File: config.mk
export PLATFORM = sky130hd
export DESIGN_NAME = ecc_guard
export DESIGN_NICKNAME = d
export VERILOG_FILES = /design/src/rtl/ecc_pkg.sv /design/src/rtl/secded_enc.sv /design/src/rtl/secded_dec.sv /design/src/rtl/poison_ctl.sv /design/src/rtl/err_log.sv /design/src/rtl/ecc_guard.sv
export SDC_FILE = /design/constraint.sdc
export NUM_CORES = 1
export LEC_CHECK = 0
export ABC_CLOCK_PERIOD_IN_PS = 4800
export BUFFER_PORTS_ARGS = -buffer_cell sky130_fd_sc_hd__buf_2
export CORE_ASPECT_RATIO = 1.5
export CORE_MARGIN = 2
export CORE_UTILIZATION = 25
export DETAILED_ROUTE_END_ITERATION = 6
export PLACE_DENSITY = 0.44
export SYNTH_ARGS = -nofsm -noshare
export SYNTH_HDL_FRONTEND = slang
export SYNTH_HIERARCHICAL = 1
export SYNTH_SLANG_ARGS = --single-unit
File: constraint.sdc
create_clock -name clk -period 4.8 [get_ports clk]
set_input_delay 0.96 -clock clk [delete_from_list [all_inputs] [get_ports clk]]
set_output_delay 0.96 -clock clk [all_outputs]
set_load 0.01 [all_outputs]
File: src/rtl/ecc_pkg.sv
package ecc_pkg;

    localparam int DATA_W   = 64;
    localparam int CHK_W    = 7;
    localparam int LAST_POS = DATA_W + CHK_W;
    localparam int CODE_W   = LAST_POS + 1;
    localparam int SYN_W    = CHK_W + 1;

    typedef enum logic [1:0] {
        PZ_OFF    = 2'd0,
        PZ_SINGLE = 2'd1,
        PZ_DOUBLE = 2'd2,
        PZ_RSVD   = 2'd3
    } pz_mode_e;

    typedef enum logic [1:0] {
        EV_NONE   = 2'd0,
        EV_CORR   = 2'd1,
        EV_UNCORR = 2'd2
    } ev_kind_e;

    typedef struct packed {
        logic [DATA_W-1:0] data;
        ev_kind_e          kind;
        logic [SYN_W-1:0]  syn;
    } dec_res_t;

    // XOR of the Hamming positions of all set data bits
    function automatic logic [CHK_W-1:0] pos_xor(input logic [DATA_W-1:0] d);
        logic [CHK_W-1:0] acc;
        int k;
        acc = '0;
        k   = 0;
        for (int p = 1; p <= LAST_POS; p++) begin
            if ((p & (p - 1)) != 0) begin
                if (d[k]) acc ^= p[CHK_W-1:0];
                k++;
            end
        end
        return acc;
    endfunction

    // one-hot data mask for the data bit living at Hamming position s
    function automatic logic [DATA_W-1:0] pos_mask(input logic [CHK_W-1:0] s);
        logic [DATA_W-1:0] m;
        int k;
        m = '0;
        k = 0;
        for (int p = 1; p <= LAST_POS; p++) begin
            if ((p & (p - 1)) != 0) begin
                if (p[CHK_W-1:0] == s) m[k] = 1'b1;
                k++;
            end
        end
        return m;
    endfunction

endpackage

File: src/rtl/secded_enc.sv
module secded_enc
    import ecc_pkg::*;
(
    input  logic [DATA_W-1:0] data,
    output logic [CODE_W-1:0] code
);
    logic [CHK_W-1:0] chk;

    always_comb begin
        chk  = pos_xor(data);
        code = {^{chk, data}, chk, data};
    end
endmodule

File: src/rtl/secded_dec.sv
module secded_dec
    import ecc_pkg::*;
(
    input  logic [CODE_W-1:0] code,
    output dec_res_t          res
);
    logic [CHK_W-1:0] s;
    logic             par;

    always_comb begin
        s        = pos_xor(code[DATA_W-1:0]) ^ code[LAST_POS-1:DATA_W];
        par      = ^code;
        res.data = code[DATA_W-1:0];
        res.syn  = {par, s};
        res.kind = EV_NONE;
        if (par) begin
            if (int'(s) <= LAST_POS) begin
                res.kind = EV_CORR;
                res.data = code[DATA_W-1:0] ^ pos_mask(s);
            end else begin
                res.kind = EV_UNCORR;
            end
        end else if (s != '0) begin
            res.kind = EV_UNCORR;
        end
    end
endmodule

File: src/rtl/poison_ctl.sv
module poison_ctl
    import ecc_pkg::*;
#(
    parameter int ADDR_W = 32
) (
    input  logic              clk,
    input  logic              rst,
    input  logic              mode_we,
    input  pz_mode_e          mode_in,
    input  logic              addr_we,
    input  logic [ADDR_W-1:0] addr_in,
    input  logic              wr_fire,
    input  logic [ADDR_W-1:0] wr_addr,
    output pz_mode_e          mode,
    output logic              armed,
    output logic [ADDR_W-1:0] target,
    output logic [DATA_W-1:0] inj_mask
);
    logic hit;

    always_comb begin
        hit      = armed && wr_fire && (wr_addr == target);
        inj_mask = '0;
        if (hit) begin
            if (mode == PZ_DOUBLE)      inj_mask[1:0] = 2'b11;
            else if (mode == PZ_SINGLE) inj_mask[0]   = 1'b1;
        end
    end

    always_ff @(posedge clk) begin
        if (rst) begin
            mode   <= PZ_OFF;
            armed  <= 1'b0;
            target <= '0;
        end else begin
            if (addr_we) target <= addr_in;
            if (mode_we) begin
                mode  <= mode_in;
                armed <= (mode_in == PZ_SINGLE) || (mode_in == PZ_DOUBLE);
            end else if (hit) begin
                armed <= 1'b0;
            end
        end
    end

    // a matching write leaves the poison disarmed
    p_one_shot_r8: assert property (@(posedge clk) disable iff (rst)
        (hit && !mode_we) |=> !armed);
endmodule

File: src/rtl/err_log.sv
module err_log
    import ecc_pkg::*;
#(
    parameter int ADDR_W = 32,
    parameter int CNT_W  = 16
) (
    input  logic              clk,
    input  logic              rst,
    input  logic              ev_valid,
    input  ev_kind_e          ev_kind,
    input  logic [SYN_W-1:0]  ev_syn,
    input  logic [ADDR_W-1:0] ev_addr,
    input  logic              clr,
    output logic              irq,
    output logic              last_ue,
    output logic [SYN_W-1:0]  last_syn,
    output logic [ADDR_W-1:0] last_addr,
    output logic [CNT_W-1:0]  ce_cnt,
    output logic [CNT_W-1:0]  ue_cnt
);
    logic hit;
    assign hit = ev_valid && (ev_kind != EV_NONE);

    always_ff @(posedge clk) begin
        if (rst) begin
            irq       <= 1'b0;
            last_ue   <= 1'b0;
            last_syn  <= '0;
            last_addr <= '0;
            ce_cnt    <= '0;
            ue_cnt    <= '0;
        end else begin
            if (hit) begin
                irq       <= 1'b1;
                last_ue   <= (ev_kind == EV_UNCORR);
                last_syn  <= ev_syn;
                last_addr <= ev_addr;
                if (ev_kind == EV_CORR && ce_cnt != '1)   ce_cnt <= ce_cnt + 1'b1;
                if (ev_kind == EV_UNCORR && ue_cnt != '1) ue_cnt <= ue_cnt + 1'b1;
            end else if (clr) begin
                irq <= 1'b0;
            end
        end
    end

    p_irq_set_r10: assert property (@(posedge clk) disable iff (rst)
        hit |=> irq);
    p_irq_hold_r10: assert property (@(posedge clk) disable iff (rst)
        (irq && !clr) |=> irq);
    p_ce_sat_r11: assert property (@(posedge clk) disable iff (rst)
        (ce_cnt == '1) |=> (ce_cnt == '1));
    p_ue_sat_r11: assert property (@(posedge clk) disable iff (rst)
        (ue_cnt == '1) |=> (ue_cnt == '1));
endmodule

File: src/rtl/ecc_guard.sv
module ecc_guard
    import ecc_pkg::*;
#(
    parameter int ADDR_W = 32,
    parameter int CNT_W  = 16
) (
    input  logic              clk,
    input  logic              rst,
    input  logic              wr_req,
    input  logic [ADDR_W-1:0] wr_addr,
    input  logic [63:0]       wr_data,
    input  logic              rd_req,
    input  logic [ADDR_W-1:0] rd_addr,
    output logic              rsp_valid,
    output logic [63:0]       rsp_data,
    output logic              rsp_err,
    output logic              mem_we,
    output logic [ADDR_W-1:0] mem_waddr,
    output logic [71:0]       mem_wcode,
    output logic              mem_re,
    output logic [ADDR_W-1:0] mem_raddr,
    input  logic              mem_rvalid,
    input  logic [71:0]       mem_rcode,
    input  logic              cfg_we,
    input  logic [2:0]        cfg_addr,
    input  logic [31:0]       cfg_wdata,
    output logic [31:0]       cfg_rdata,
    output logic              irq
);
    localparam int PAD_W = CODE_W - DATA_W;

    logic [CODE_W-1:0] enc_code;
    logic [DATA_W-1:0] inj_mask;
    pz_mode_e          pz_mode;
    logic              pz_armed;
    logic [ADDR_W-1:0] pz_target;
    dec_res_t          dec;
    logic [ADDR_W-1:0] pend_addr;
    logic              last_ue;
    logic [SYN_W-1:0]  last_syn;
    logic [ADDR_W-1:0] last_addr;
    logic [CNT_W-1:0]  ce_cnt, ue_cnt;
    logic              mode_we, tgt_we, irq_clr;

    assign mode_we = cfg_we && (cfg_addr == 3'd0);
    assign tgt_we  = cfg_we && (cfg_addr == 3'd1);
    assign irq_clr = cfg_we && (cfg_addr == 3'd2) && cfg_wdata[0];

    secded_enc u_enc (.data(wr_data), .code(enc_code));

    poison_ctl #(.ADDR_W(ADDR_W)) u_poison (
        .clk(clk), .rst(rst),
        .mode_we(mode_we), .mode_in(pz_mode_e'(cfg_wdata[1:0])),
        .addr_we(tgt_we), .addr_in(cfg_wdata[ADDR_W-1:0]),
        .wr_fire(wr_req), .wr_addr(wr_addr),
        .mode(pz_mode), .armed(pz_armed), .target(pz_target),
        .inj_mask(inj_mask)
    );

    secded_dec u_dec (.code(mem_rcode), .res(dec));

    err_log #(.ADDR_W(ADDR_W), .CNT_W(CNT_W)) u_log (
        .clk(clk), .rst(rst),
        .ev_valid(mem_rvalid), .ev_kind(dec.kind), .ev_syn(dec.syn),
        .ev_addr(pend_addr), .clr(irq_clr),
        .irq(irq), .last_ue(last_ue), .last_syn(last_syn),
        .last_addr(last_addr), .ce_cnt(ce_cnt), .ue_cnt(ue_cnt)
    );

    assign mem_re    = rd_req;
    assign mem_raddr = rd_addr;

    always_ff @(posedge clk) begin
        if (rst) begin
            mem_we    <= 1'b0;
            mem_waddr <= '0;
            mem_wcode <= '0;
            pend_addr <= '0;
            rsp_valid <= 1'b0;
            rsp_data  <= '0;
            rsp_err   <= 1'b0;
        end else begin
            mem_we <= wr_req;
            if (wr_req) begin
                mem_waddr <= wr_addr;
                mem_wcode <= enc_code ^ {{PAD_W{1'b0}}, inj_mask};
            end
            if (rd_req) pend_addr <= rd_addr;
            rsp_valid <= mem_rvalid;
            if (mem_rvalid) begin
                rsp_data <= dec.data;
                rsp_err  <= (dec.kind == EV_UNCORR);
            end
        end
    end

    always_comb begin
        case (cfg_addr)
            3'd0:    cfg_rdata = {29'b0, pz_armed, pz_mode};
            3'd1:    cfg_rdata = 32'(pz_target);
            3'd2:    cfg_rdata = {16'b0, last_syn, 6'b0, last_ue, irq};
            3'd3:    cfg_rdata = 32'(last_addr);
            3'd4:    cfg_rdata = {16'(ue_cnt), 16'(ce_cnt)};
            default: cfg_rdata = '0;
        endcase
    end

    p_rd_lat_r2: assert property (@(posedge clk) disable iff (rst)
        mem_rvalid |=> rsp_valid);
    p_ue_flag_r4: assert property (@(posedge clk) disable iff (rst)
        (rsp_valid && rsp_err) |-> (irq && last_ue));
endmodule

; ---- Word-level counts from Yosys, hierarchy flattened
; Cells that the tools add are included.
; W data, S select, Z words.
[op_classes]
add_sub_neg = 64
magnitude_cmp = 127
n_eq_ne = 77
mux = 586
bitwise = 192
n_reduce_logical = 82
[op_table]
columns = op, count
row1 = $mux W64, 191
row2 = $mux W32, 126
row3 = $or A64 B64 Y64, 62
row4 = $ge A32 B1 Y1 const B, 63
row5 = $lt A32 B8 Y1 const B, 63
row6 = $add A32 B2 Y32 const B, 62
row7 = $demux W1 S6, 63
row8 = $mux W6, 62
row9 = $eq A6 B7 Y1 const A, 31
row10 = $pmux W32 S5, 1
row11 = $mux W5, 30
row12 = $not A3 Y3, 46
row13 = $not A4 Y4, 32
row14 = $eq A5 B7 Y1 const A, 15
row15 = $mux W7, 14
row16 = $mux W1, 73
row17 = $logic_and A1 B1 Y1, 72
row18 = $reduce_xor A72 Y1, 1
row19 = $xor A72 B2 Y72, 1
row20 = $reduce_xor A71 Y1, 1
row21 = $not A2 Y2, 34
row22 = $or A1 B64 Y64, 1
row23 = $xor A64 B64 Y64, 1
row24 = $not A5 Y5, 12
row25 = other kinds (23), 71
[totals]
reg_bits = 312
out_inout_bits = 237

; ---- Depth between registers and ports, before layout
; Gate-level depths: netlist of the first run.
[depth]
depth_word = 390
depth_mapped = 14
ltp_nobuf = 13

; ---- By module
; Netlist of the first run, hierarchy kept.
[modules_own_cells]
columns = mod, n_inst, cells_each, area_each_um2, seq_area_each_um2
row1 = ecc_guard, 1, 863, 8907.3, 4063.9
row2 = err_log, 1, 377, 3064.2, 1481.4
row3 = secded_dec, 1, 296, 2675.1, 0.0
row4 = poison_ctl, 1, 229, 2090.8, 700.7
row5 = secded_enc, 1, 182, 1865.5, 0.0

; ---- Worst setup path after synthesis of the first run
; No wires, ideal clock.
[synth_timing]
path_type = input to register
startpoint = input port mem_rcode[31]
endpoint = register u_log.ce_cnt[13]
setup_ns = 0.070
arrival_ns = 4.956
t_required_ns = 4.730
setup_slack_ns = -0.227
stages = 12
path_cell_list = xor3_1 > xnor3_1 > xor3_1 > xnor3_2 > nor2_1 > nand2_1 > a21oi_1 > a31oi_1 > nand3b_1 > or4_1 > or4_1 > a21oi_1
[synth_rtl]
columns = item, line_no
row1 = start: declaration, ecc_guard.sv:23  ; input logic [71:0] mem_rcode,
row2 = end signal: assignment, err_log.sv:38  ; if (ev_kind == EV_CORR && ce_cnt != '1) ce_cnt <= ce_cnt + 1'b1;
row3 = end: declaration, err_log.sv:18  ; output logic [CNT_W-1:0] ce_cnt,

==> summary.txt, run 1 <==
Power
  – Worst vdd ir: 0.488 mV
  – Leak Pwr: 9.62 nW
  – Pwr Density: 534 nW/um^2

Timing
  – Fin crit period: 4.29 ns
  – Clock Skews: 0.0272 ns
  – Hold Slack: 0.452 ns
  – Slew @ Worst Pin: 1.02 ns
  – Relative slew slack: 31.7%
  – Fin. Hold Viols: 0
  – Tcrit/Tclk final: 89.4%
  – Maximum clock rate: 0.233 GHz
  – Worst setup margin: 0.511 ns
  – Finish-stage setup viols: 0
  – Slew Limit Fails: 0
  – RSZ-0062 raised after global routing: no

Critical path
  – Setup CP Type: primary input to register
  – Critical Path AT: 4.78 ns
  – Critical path fanouts, max: 5
  – Crit start category: primary input
  – Setup crit end kind: register
  – WP data required: 5.29 ns

Clock tree
  – # hold bufs at CTS: 0
  – Longest Clk Path Bufs: 3
  – Clk_lat worst skew: 0.57 ns
  – H-tree depth reported by CTS: 2
  – CTS tree: built
  – Worst-path clk slew: 0.06 ns
  – CTS sink cnt: 312
  – CTS Root Buffer Type: clkbuf_16
  – CTS resizes: 0
  – Clock buffer count from CTS: 38
  – Post CTS Setup Buffer Count: 0

Detailed routing
  – Avg WL per Cell: 20.8 um
  – Routed WL: 69.6 mm
  – Residual DRC: 0
  – First DRT Iteration DRCs: 763
  – DRT Pass-1 Iters: 5
  – Via count: 14,800
  – Via/cell ratio: 4.43
  – Number of routed nets with antenna violations: 0

Floorplan
  – Row cnt: 122
  – Core Region: 73,700 um^2
  – Die Y: 338 um
  – Die W: 227 um
  – Ports: 478
  – Die Footprint: 76,700 um^2
  – Initial Util: 25.2%

Placement
  – Placer Congestion: 0.908
  – Post-DP HPWL: 55.0 mm
  – Port bufs: 477
  – Pre-CTS setup slack: -0.0559 ns

Logic synthesis
  – Syn. warnings: 6
  – Avg Cell Area, Syn: 9.55 um^2
  – Predominant post-synthesis flop cell: dfxtp_1
  – Async set-reset flop share out of synthesis: 0%
  – Post-synth EDFFs: 0
  – FF+latch count, synth: 312
  – Mapped Cells: 1,947
  – Sequential-to-total area share from yosys stat: 33.6%
  – Post-Syn Area: 18,600 um^2
  – Synth unique cells: 72

Final layout
  – Register area: 6250 um^2
  – Final core occ: 30.6%
  – Area taken by multi-input logic gates: 10,800 um^2
  – Layout fillers: 7,885
  – # nets final: 2,572
  – Layout cells sized above 1: 29.4%
  – Area delta synth->final: 21.4%

Flow run
  – Number of max-cap violations: 0

Outcome
  – Status: finished, final reports clean

Hold path
  – Worst min path class: register to register

GRT
  – Number of global-route vias before repair: 15,000
  – Total gr overflow: 0
  – Initial antenna violation count: 19
  – Pin count of the biggest net entering global routing: 127
  – GRT Util Overall: 17.6%
  – First-pass GRT wire length: 99.1 mm
==> area by class of cell <==
class | instances | area share (%)
multi-input cells | 1416 | 47.6
inverters | 11 | 0.183
diodes | 8 | 0.0886
clock buffers | 52 | 4.80
repair buffers | 549 | 13.3
flip-flops and latches | 312 | 27.6
well taps | 992 | 5.49
clock inverters | 11 | 0.831
==> critical path, stage by stage <==
cell and delay, ns:
buf_2 0.11, xor3_1 0.45, buf_4 0.15, xnor3_1 0.37, xnor2_1 0.23, xnor3_2 0.48
nand2_1 0.09, mux2i_1 0.11, a31oi_2 0.25, buf_4 0.19, nand3b_4 0.08, or4_1 0.62
buf_4 0.19, or3_1 0.35, a21oi_1 0.15
==> path summary, 6_finish.rpt <==
path | startpoint | depth (start not counted) | to | slack (ns)
setup / recovery | mem_rcode[31] | 15 | u_log/ue_cnt[9] | 0.51
setup reg to reg | u_poison/target[10] | 7 | mem_wcode[0] | 2.20
hold reg to reg | u_log/last_syn[1] | 2 | u_log/last_syn[1] | 0.45
hold / removal | u_log/last_syn[1] | 2 | u_log/last_syn[1] | 0.45
==> cells by family (layout without fill, tap and decap cells) <==
logic type	Yosys count	in the layout	share of synthesized area (%)
AND/OR/NAND/NOR	531	531	13.0
XOR/XNOR	393	393	22.7
flip-flops	312	312	33.6
buffers and inverters	280	623	10.0
AO/OA/AOI/OAI	238	238	10.1
multiplexers	189	189	10.3
adder cells (fa/ha/maj)	3	3	0.202
other	1	70	0.0202
==> power breakdown <==
part	total (mW)	switching, mW	internal (mW)	leakage [nW]
Clock	3.03	1.23	1.80	0.622
Combinational	6.02	3.45	2.57	6.44
Sequential	3.01	0.160	2.85	2.56
Total	12.1	4.84	7.22	9.62
==> cell usage in the layout, fill, tap and decap left out, types with 10 or more instances in the layout <==
cell,netlist,layout
a22oi_2,29,29
nand3_1,66,66
a21oi_1,70,69
xor2_1,47,47
mux2i_1,182,182
buf_2,36,474
o2bb2ai_2,13,13
a211oi_1,67,67
o21ai_0,10,10
or4_1,17,17
clkbuf_16,0,38
dfxtp_1,312,312
o31ai_1,13,13
conb_1,1,62
xnor3_1,42,42
nand4_1,23,23
xnor2_1,289,289
nor2_1,255,254
inv_1,10,10
buf_4,182,68
nand2_1,105,105
==> metrics by stage <==
| step | TNS (ns) | total power, mW | cells | instance area (um^2) |
|---|---|---|---|---|
| global placement | -0.140 | 9.08 | 3280 | 21300 |
| CTS | 0 | 12.2 | 3343 | 22600 |
| floorplan | 0 | 6.92 | 2008 | 18800 |
| finish | 0 | 12.1 | 3351 | 22600 |
| detailed placement | -0.175 | 9.09 | 3280 | 21300 |
| global route | 0 | 12.8 | 3343 | 22600 |
==> Yosys cell counts (13+ instances only) <==
library cell  number  share of area (%)
nand2_1          105                2.1
a21oi_1           70                1.9
buf_4            182                7.3
o2bb2ai_2         13                1.0
o31ai_1           13               0.52
xnor3_1           42                5.1
nand4_1           23               0.77
a211oi_1          67                2.7
a22oi_2           29                2.0
nand3_1           66                1.8
buf_2             36               0.97
nor2_1           255                5.1
clkbuf_1          34               0.69
xnor2_1          289                 14
mux2i_1          182                9.8
xor2_1            47                2.2
dfxtp_1          312                 34
or4_1             17               0.69
==> metal layers <==
metal  up-vias  track usage, %  wire length (um)
met5         -               0               162
met4        26            5.64              2040
met3       112            5.67              5760
met2       471            33.5             36300
met1      7039            18.1             25300
li1       7197               -                 -
==> sequential cells by signal, summed over array words and instances (netlist names) <==
signal	cells
u_log/ce_cnt	16
u_log/last_addr	32
mem_wcode	72
pend_addr	32
u_log/last_syn	8
u_poison/mode	2
u_log/ue_cnt	16
u_poison/target	32
u_poison/armed	1
rsp_data	64
mem_waddr	32
rsp_err	1
u_log/irq	1
mem_we	1
rsp_valid	1
u_log/last_ue	1
No activity file was read; power rests on OpenSTA's default activity.
==> run 2: changes to the inputs <==
- BUFFER_PORTS_ARGS: -buffer_cell sky130_fd_sc_hd__buf_2 -> -buffer_cell sky130_fd_sc_hd__clkbuf_2
==> summary.txt, run 2 (synthesis results as in run 1) <==
Outcome
  – Status: finished, final reports clean

Placement
  – Placer Congestion: 0.908
  – Post-DP HPWL: 55.7 mm
  – Port bufs: 477

Timing
  – Fin. Hold Viols: 0
  – RSZ-0062 raised after global routing: no
  – Finish-stage setup viols: 0
  – Tcrit/Tclk final: 90.2%
  – Slew @ Worst Pin: 1.05 ns
  – Relative slew slack: 29.7%
  – TNS Setup: 0 ns
  – Slew Limit Fails: 0
  – Maximum clock rate: 0.231 GHz
  – Hold Slack: 0.452 ns
  – Clock Skews: 0.0296 ns
  – Fin crit period: 4.33 ns

Critical path
  – Setup crit end kind: register
  – Crit start category: primary input
  – WP data required: 5.30 ns
  – Critical Path AT: 4.83 ns
  – Setup CP Type: primary input to register
  – Critical path fanouts, max: 7

Flow run
  – Number of max-cap violations: 0

Clock tree
  – Longest Clk Path Bufs: 3
  – Clk_lat worst skew: 0.58 ns
  – Worst-path clk slew: 0.06 ns
  – CTS Root Buffer Type: clkbuf_16
  – CTS resizes: 0
  – CTS sink cnt: 312
  – Post CTS Setup Buffer Count: 0
  – Clock buffer count from CTS: 38
  – H-tree depth reported by CTS: 2
  – # hold bufs at CTS: 0
  – CTS tree: built

Floorplan
  – Die W: 227 um
  – Initial Util: 25.2%
  – Row cnt: 122
  – Ports: 478
  – Die Y: 338 um
  – Core Region: 73,700 um^2
  – Die Footprint: 76,700 um^2

Final layout
  – # nets final: 2,582
  – Register area: 6250 um^2
  – Layout fillers: 7,814
  – Largest register FFs: 72
  – Top Registers: mem_wcode x72, rsp_data x64
  – Biggest register: mem_wcode
  – Most common cell after layout, fill and taps aside: clkbuf_2
  – Layout cells sized above 1: 29.9%
  – Area taken by multi-input logic gates: 10,800 um^2
  – Area delta synth->final: 22.2%
  – Final core occ: 30.8%
  – Commonest cells after routing, fill and taps aside: clkbuf_2 (474), dfxtp_1 (312), xnor2_1 (289), nor2_1 (254), mux2i_1 (182)

GRT
  – First-pass GRT wire length: 98.8 mm
  – Pin count of the biggest net entering global routing: 109
  – GRT Util Overall: 17.7%
  – Number of global-route vias before repair: 15,000
  – Initial antenna violation count: 11
  – Total gr overflow: 0

Power
  – Worst vdd ir: 0.427 mV
  – Total chip power: 12.3 mW
  – Pwr Density: 542 nW/um^2
  – Leak Pwr: 9.67 nW

Detailed routing
  – Via count: 14,800
  – Residual DRC: 0
  – Number of routed nets with antenna violations: 0
  – Avg WL per Cell: 20.8 um
  – First DRT Iteration DRCs: 818
  – DRT Pass-1 Iters: 5
  – Routed WL: 69.9 mm
  – Via/cell ratio: 4.41

Hold path
  – Worst min path class: register to register
## run 2: metrics by stage
step,worst slack [ns],area [um^2],instances
2_1_floorplan,0.0299,18800,2008
3_3_place_gp,-0.0328,21400,3290
3_5_place_dp,-0.0506,21400,3290
4_1_cts,0.509,22700,3359
5_1_grt,0.318,22700,3359
6_report,0.471,22700,3360
## run 2: power by group
part | total [mW] | internal, mW | switching, mW
sequential | 3.01 | 2.85 | 0.166
clock | 3.23 | 1.95 | 1.27
combinational | 6.08 | 2.59 | 3.49
## run 2: cell type report
class	count	share of cell area [%]
clock buffers	49	4.68
flip-flops and latches	312	27.5
multi-input cells	1416	47.3
inverters	11	0.182
diodes	1	0.0110
well taps	992	5.46
repair buffers	559	13.6
clock inverters	20	1.32
## run 2: routing by layer
| metal | global-route usage, % | up-vias | wire length (um) |
|---|---|---|---|
| met1 | 18.5 | 6898 | 25400 |
| met3 | 5.52 | 135 | 5900 |
| met2 | 32.5 | 545 | 35600 |
| li1 | - | 7236 | - |
| met5 | 0 | - | 132 |
| met4 | 7.38 | 20 | 2910 |
## run 2: worst paths after layout
| check | startpoint | endpoint | slack, ns | cells past startpoint |
|---|---|---|---|---|
| setup reg to reg | u_poison/target[10] | mem_wcode[0] | 2.21 | 7 |
| hold / removal | pend_addr[10] | u_log/last_addr[10] | 0.45 | 2 |
| setup / recovery | mem_rcode[31] | u_log/ce_cnt[13] | 0.47 | 13 |
| hold reg to reg | pend_addr[10] | u_log/last_addr[10] | 0.45 | 2 |
## run 2: worst max-delay path: stages
cell	delay, ns
clkbuf_2	0.12
xor3_1	0.45
xnor3_1	0.45
xor3_1	0.43
xnor3_2	0.45
nor2_4	0.13
nand2_1	0.07
a21oi_2	0.21
buf_4	0.20
nand3b_1	0.11
or4_1	0.58
or4_1	0.49
a21oi_1	0.16
